`config.mk`:
```
export PLATFORM = sky130hd
export DESIGN_NAME = baud_tick_gen
export DESIGN_NICKNAME = d
export VERILOG_FILES = /design/src/rtl/baud_pkg.sv /design/src/rtl/baud_regs.sv /design/src/rtl/baud_counter.sv /design/src/rtl/baud_flags.sv /design/src/rtl/baud_tick_gen.sv
export SDC_FILE = /design/constraint.sdc
export NUM_CORES = 1
export LEC_CHECK = 0
export BUFFER_PORTS_ARGS = -buffer_cell sky130_fd_sc_hd__buf_4
export CORE_UTILIZATION = 58
export CTS_CLUSTER_SIZE = 40
export DETAILED_ROUTE_END_ITERATION = 7
export PLACE_DENSITY = 0.74
export SLEW_MARGIN = 25
export SYNTH_ARGS = -nofsm -noshare
export SYNTH_HDL_FRONTEND = slang
export SYNTH_HIERARCHICAL = 1
export SYNTH_SLANG_ARGS = --single-unit
```
`constraint.sdc`:
```
create_clock -name clk -period 2.6 [get_ports clk]
set_input_delay 0.13 -clock clk [delete_from_list [all_inputs] [get_ports clk]]
set_output_delay 0.13 -clock clk [all_outputs]
set_load 0.1 [all_outputs]
```
`src/rtl/baud_pkg.sv`:
```
package baud_pkg;

    // Control byte bit that starts (1) or stops (0) the generator
    localparam int CTRL_RUN_BIT = 0;

    typedef struct packed {
        logic baud_pend;
        logic ext_pend;
    } flag_state_t;

endpackage

```
`src/rtl/baud_regs.sv`:
```
module baud_regs #(
    parameter int BYTE_W = 8,
    parameter int NBYTES = 2,
    parameter int ADDR_W = 2,
    localparam int DIV_W = BYTE_W * NBYTES
) (
    input  logic              clk,
    input  logic              rst_n,
    input  logic              wr_en,
    input  logic [ADDR_W-1:0] wr_addr,
    input  logic [BYTE_W-1:0] wr_data,
    output logic [DIV_W-1:0]  divisor,
    output logic              load,
    output logic              halt
);
    import baud_pkg::*;

    localparam int CTRL_ADDR = NBYTES;

    typedef struct packed {
        logic [NBYTES-1:0][BYTE_W-1:0] div;
    } regs_state_t;

    regs_state_t st_d, st_q;
    logic ctrl_hit;

    always_comb begin
        st_d = st_q;
        // byte b (0 = least significant) sits at address NBYTES-1-b
        for (int b = 0; b < NBYTES; b++) begin
            if (wr_en && wr_addr == ADDR_W'(NBYTES - 1 - b)) begin
                st_d.div[b] = wr_data;
            end
        end
        ctrl_hit = wr_en && (wr_addr == ADDR_W'(CTRL_ADDR));
        load     = ctrl_hit && wr_data[CTRL_RUN_BIT];
        halt     = ctrl_hit && !wr_data[CTRL_RUN_BIT];
    end

    always_ff @(posedge clk or negedge rst_n) begin
        if (!rst_n) begin
            st_q <= '0;
        end else begin
            st_q <= st_d;
        end
    end

    assign divisor = st_q.div;

endmodule

```
`src/rtl/baud_counter.sv`:
```
module baud_counter #(
    parameter int DIV_W = 16
) (
    input  logic             clk,
    input  logic             rst_n,
    input  logic [DIV_W-1:0] divisor,
    input  logic             load,
    input  logic             halt,
    output logic             expire,
    output logic             tick
);
    typedef struct packed {
        logic             run;
        logic [DIV_W-1:0] cnt;
        logic             tick;
    } cnt_state_t;

    cnt_state_t st_d, st_q;
    logic div_zero;

    always_comb begin
        st_d      = st_q;
        st_d.tick = 1'b0;
        div_zero  = (divisor == '0);
        expire    = 1'b0;
        if (halt) begin
            st_d.run = 1'b0;
        end else if (load) begin
            st_d.run = !div_zero;
            st_d.cnt = divisor;
        end else if (st_q.run && st_q.cnt == DIV_W'(1)) begin
            expire    = 1'b1;
            st_d.tick = 1'b1;
            st_d.cnt  = divisor;
            st_d.run  = !div_zero;
        end else if (st_q.run) begin
            st_d.cnt = st_q.cnt - DIV_W'(1);
        end
    end

    always_ff @(posedge clk or negedge rst_n) begin
        if (!rst_n) begin
            st_q <= '0;
        end else begin
            st_q <= st_d;
        end
    end

    assign tick = st_q.tick;


    cnt_live_chk: assert property (@(posedge clk) disable iff (!rst_n)
        st_q.run |-> (st_q.cnt != '0));


    zero_stop_chk: assert property (@(posedge clk) disable iff (!rst_n)
        (expire && divisor == '0) |=> !st_q.run);


    cnt_step_chk: assert property (@(posedge clk) disable iff (!rst_n)
        (st_q.run && st_q.cnt > DIV_W'(1) && !load && !halt)
        |=> (st_q.cnt == $past(st_q.cnt) - DIV_W'(1)));

endmodule

```
`src/rtl/baud_flags.sv`:
```
module baud_flags (
    input  logic clk,
    input  logic rst_n,
    input  logic expire,
    input  logic baud_irq_en,
    input  logic ext_irq_en,
    input  logic clr_pend,
    output logic baud_pend,
    output logic ext_pend
);
    import baud_pkg::*;

    flag_state_t st_d, st_q;
    logic route_ext;

    always_comb begin
        st_d      = st_q;
        route_ext = baud_irq_en && ext_irq_en;
        if (clr_pend) begin
            st_d.baud_pend = 1'b0;
            st_d.ext_pend  = 1'b0;
        end
        if (expire) begin
            if (route_ext) begin
                st_d.ext_pend  = 1'b1;
                st_d.baud_pend = 1'b0;
            end else begin
                st_d.baud_pend = 1'b1;
            end
        end
    end

    always_ff @(posedge clk or negedge rst_n) begin
        if (!rst_n) begin
            st_q <= '0;
        end else begin
            st_q <= st_d;
        end
    end

    assign baud_pend = st_q.baud_pend;
    assign ext_pend  = st_q.ext_pend;


    baud_latch_chk: assert property (@(posedge clk) disable iff (!rst_n)
        (expire && !(baud_irq_en && ext_irq_en)) |=> baud_pend);


    ext_route_chk: assert property (@(posedge clk) disable iff (!rst_n)
        (expire && baud_irq_en && ext_irq_en) |=> (ext_pend && !baud_pend));


    pend_clear_chk: assert property (@(posedge clk) disable iff (!rst_n)
        (clr_pend && !expire) |=> (!baud_pend && !ext_pend));


    pend_hold_chk: assert property (@(posedge clk) disable iff (!rst_n)
        (!clr_pend && !expire) |=> $stable({baud_pend, ext_pend}));

endmodule

```
`src/rtl/baud_tick_gen.sv`:
```
module baud_tick_gen #(
    parameter int BYTE_W = 8,
    parameter int NBYTES = 2,
    localparam int ADDR_W = $clog2(NBYTES + 1),
    localparam int DIV_W  = BYTE_W * NBYTES
) (
    input  logic              clk,
    input  logic              rst_n,
    input  logic              wr_en,
    input  logic [ADDR_W-1:0] wr_addr,
    input  logic [BYTE_W-1:0] wr_data,
    input  logic              baud_irq_en,
    input  logic              ext_irq_en,
    input  logic              clr_pend,
    output logic              tick,
    output logic              baud_pend,
    output logic              ext_pend
);
    logic [DIV_W-1:0] divisor;
    logic             load;
    logic             halt;
    logic             expire;

    baud_regs #(
        .BYTE_W (BYTE_W),
        .NBYTES (NBYTES),
        .ADDR_W (ADDR_W)
    ) i_regs (
        .clk     (clk),
        .rst_n   (rst_n),
        .wr_en   (wr_en),
        .wr_addr (wr_addr),
        .wr_data (wr_data),
        .divisor (divisor),
        .load    (load),
        .halt    (halt)
    );

    baud_counter #(
        .DIV_W (DIV_W)
    ) i_counter (
        .clk     (clk),
        .rst_n   (rst_n),
        .divisor (divisor),
        .load    (load),
        .halt    (halt),
        .expire  (expire),
        .tick    (tick)
    );

    baud_flags i_flags (
        .clk         (clk),
        .rst_n       (rst_n),
        .expire      (expire),
        .baud_irq_en (baud_irq_en),
        .ext_irq_en  (ext_irq_en),
        .clr_pend    (clr_pend),
        .baud_pend   (baud_pend),
        .ext_pend    (ext_pend)
    );


    tick_expire_chk: assert property (@(posedge clk) disable iff (!rst_n)
        expire |=> tick);

endmodule

```
==> metrics.yaml <==
status: "completed"
drv_slew: 0
total_leakage_power_nw: 0.913
drc_errors: 0
setup_viol: 0
fin_cells: 251
synth_cell_types: 46
ys_warn_count: 6
ios: 19
dp_cells: 241
relSlewSlack_pct: 65.2
maxCapViolations: 0
cts_made_buffers: 5
post_cts_buffers: 0
required_ns: 2.80
postLayoutCoreUtil_pct: 70.9
synth_simple_gate_area_share_pct: 22.9
ys_seq_elements: 36
finalWirelength_microns: 4400
synth_xor_area_share_pct: 0
clock-sinks: 36
fp.dieArea_sq_um: 3540
synth_fp_nets: 200
fin_nets: 224
arrival_ns: 2.44
synth_area_per_cell_sq_um: 10.5
critPathBufInv: 1
cp_max_fo: 18
post_cts_resized: 0
die_h_microns: 59.5
min_period_ns: 2.24
cts_max_level: 2
synth-async-reset-ratio_pct: 100
yosys-top-cells-area: "dfrtp_1, mux2_2, o21ai_0"
synth_top_family_by_area: "simple AND/OR/NAND/NOR gates"
die_w_microns: 59.5
fmax_ghz: 0.446
grt_use_total_pct: 28.7
synth_top_area_cell: "dfrtp_1"
synth.area.mux_share_pct: 12.0
worstSetupPathType: "flop to flop"
first_pass_iters: 4
dp.final_hpwl_microns: 3160
drt-initial-drc-count: 110
syn2layout_area_growth_pct: 14.7
grt_max_degree: 37
io_buffers: 18
clockBufferDepth: 2
cts-root-buf: "clkbuf_4"
grt_pass1_vias: 1561
insertion_delay_ns: 0.33
grt_overflow: 0
fillers: 260
path_clk_slew_ns: 0.11
netlist.area_leader.share_pct: 47.0
wl_per_cell_microns: 17.5
crit_chain: "or2_2 -> nor4_2 -> a41oi_2 -> buf_4 -> o311ai_0 -> nand3_1"
setup_ws_ns: 0.355
start_util_pct: 61.8
synth_edf_count: 0
post-route-period-util_pct: 86.3
ys.flop_type: "dfrtp_1"
antenna_found_initial: 0
seqCellArea_sq_um: 901
vias: 1608
p_per_area_nw_per_um2: 694
hold_path.class: "primary input to flop"
via_per_inst: 6.41
syn_inst: 182
holdBufCountCts: 2
multi_input_area_sq_um: 970
synth-seq-area-share_pct: 47.0
post-place-ws_ns: 0.436
grt_pass1_wl_microns: 7430
num_antenna_cells: 0
synth_compound_area_share_pct: 14.0
synthAdderAreaFrac_pct: 1.30
tns_ns: 0
endpoint_kind: "flop"
peakVddDrop_uv: 482
antenna_left: 0
syn_area_sq_um: 1920
power_mw: 1.53
drive_gt1_share_pct: 29.0
core_area_sq_um: 3100
cp-start-kind: "flop"
slowest_stage: "dfrtp_1"
clock_skew_ns: 0.00382
worstMarginPinSlew_ns: 0.515
crit_family: "simple AND/OR/NAND/NOR gates"
globalplace.congestion: 0.939
fp-row-count: 20
rsz0062_at_grt: "no"
cts_tree: "yes"
hold_viol_final: 0
slowest_delay_ns: 0.43
==> sequential cells by signal, summed over array words and instances, names as in the netlist <==
signal             cells
i_counter/st_q        17
i_counter/tick         1
i_flags/baud_pend      1
i_flags/ext_pend       1
i_regs/divisor        16
==> cells by family after synthesis <==
family | after synthesis
mux | 21
flops | 36
simple gates | 71
compound gates | 38
fa+ha+maj | 2
buf+inv | 14
==> path summary, 6_finish.rpt <==
check | startpoint | end | slack (ns) | depth (start not counted)
min reg2reg | i_flags/baud_pend$_DFFE_PN0P_ | i_flags/baud_pend$_DFFE_PN0P_ | 0.53 | 1
max in group asynchronous | rst_n | i_counter/st_q[16]$_DFFE_PN0P_ | 2.01 | 2
max | i_counter/st_q[12]$_DFFE_PN0P_ | i_counter/st_q[12]$_DFFE_PN0P_ | 0.36 | 6
min | wr_data[1] | i_regs/divisor[1]$_DFFE_PN0P_ | 0.03 | 2
min in group asynchronous | rst_n | i_counter/st_q[8]$_DFFE_PN0P_ | 0.27 | 2
max reg2reg | i_counter/st_q[12]$_DFFE_PN0P_ | i_counter/st_q[12]$_DFFE_PN0P_ | 0.36 | 6
==> per-layer routing <==
layer | GRT usage [%] | share of wire, % | vias to the layer above
li1 | - | - | 740
met1 | 39.0 | 43 | 763
met2 | 43.3 | 47 | 86
met3 | 6.33 | 7.1 | 19
met4 | 14.3 | 2.6 | 0
met5 | 0 | 0 | -
==> layout make-up <==
type	count	share of cell area, %
Tap cell	44	2.50
Sequential cell	36	41.0
Clock inverter	1	0.341
Clock buffer	7	2.50
Inverter	7	1.19
Multi-Input combinational cell	132	44.1
Timing Repair Buffer	24	8.42
==> where the power goes <==
part	internal, mW	switching [mW]
combinational	0.181	0.185
clock	0.132	0.185
sequential	0.687	0.155
total	1.00	0.525
==> Yosys cell counts (2+ instances only) <==
cell       number
a2bb2oi_1       4
o21ai_0        11
nor3_1          8
nor2_1          8
nor4_1          7
a311o_1         3
or2_2           3
nand4_1         4
o311ai_0        2
nor4_2          2
clkbuf_1        5
buf_2           2
nand2_1        14
mux2_2         16
a21oi_1         4
nand3_1         8
a22o_1          2
ha_1            2
mux2i_1         5
and3_1          2
a22oi_1         4
dfrtp_1        36
inv_1           7
==> layout by cell type, fill, tap and decap left out, types with 3 or more instances in the layout <==
| cell type | count |
|---|---|
| dfrtp_1 | 36 |
| nand3_1 | 8 |
| mux2i_1 | 5 |
| or2_2 | 3 |
| a311o_1 | 3 |
| inv_1 | 7 |
| buf_4 | 22 |
| mux2_2 | 16 |
| nor3_1 | 8 |
| clkbuf_4 | 5 |
| nand2_1 | 14 |
| a22oi_1 | 4 |
| a21oi_1 | 4 |
| o21ai_0 | 11 |
| nor4_1 | 7 |
| nor2_1 | 8 |
| a2bb2oi_1 | 4 |
| nand4_1 | 4 |
==> stage by stage <==
stage	hold WS (ns)	cell area, sq um
final	0.0293	2200
after global routing	0.0128	2200
after CTS	0.0250	2200
after detailed placement	0.109	2120
after global placement	0.106	2120
after floorplan	-0.166	1920
Power figures use the tool's default switching activity.
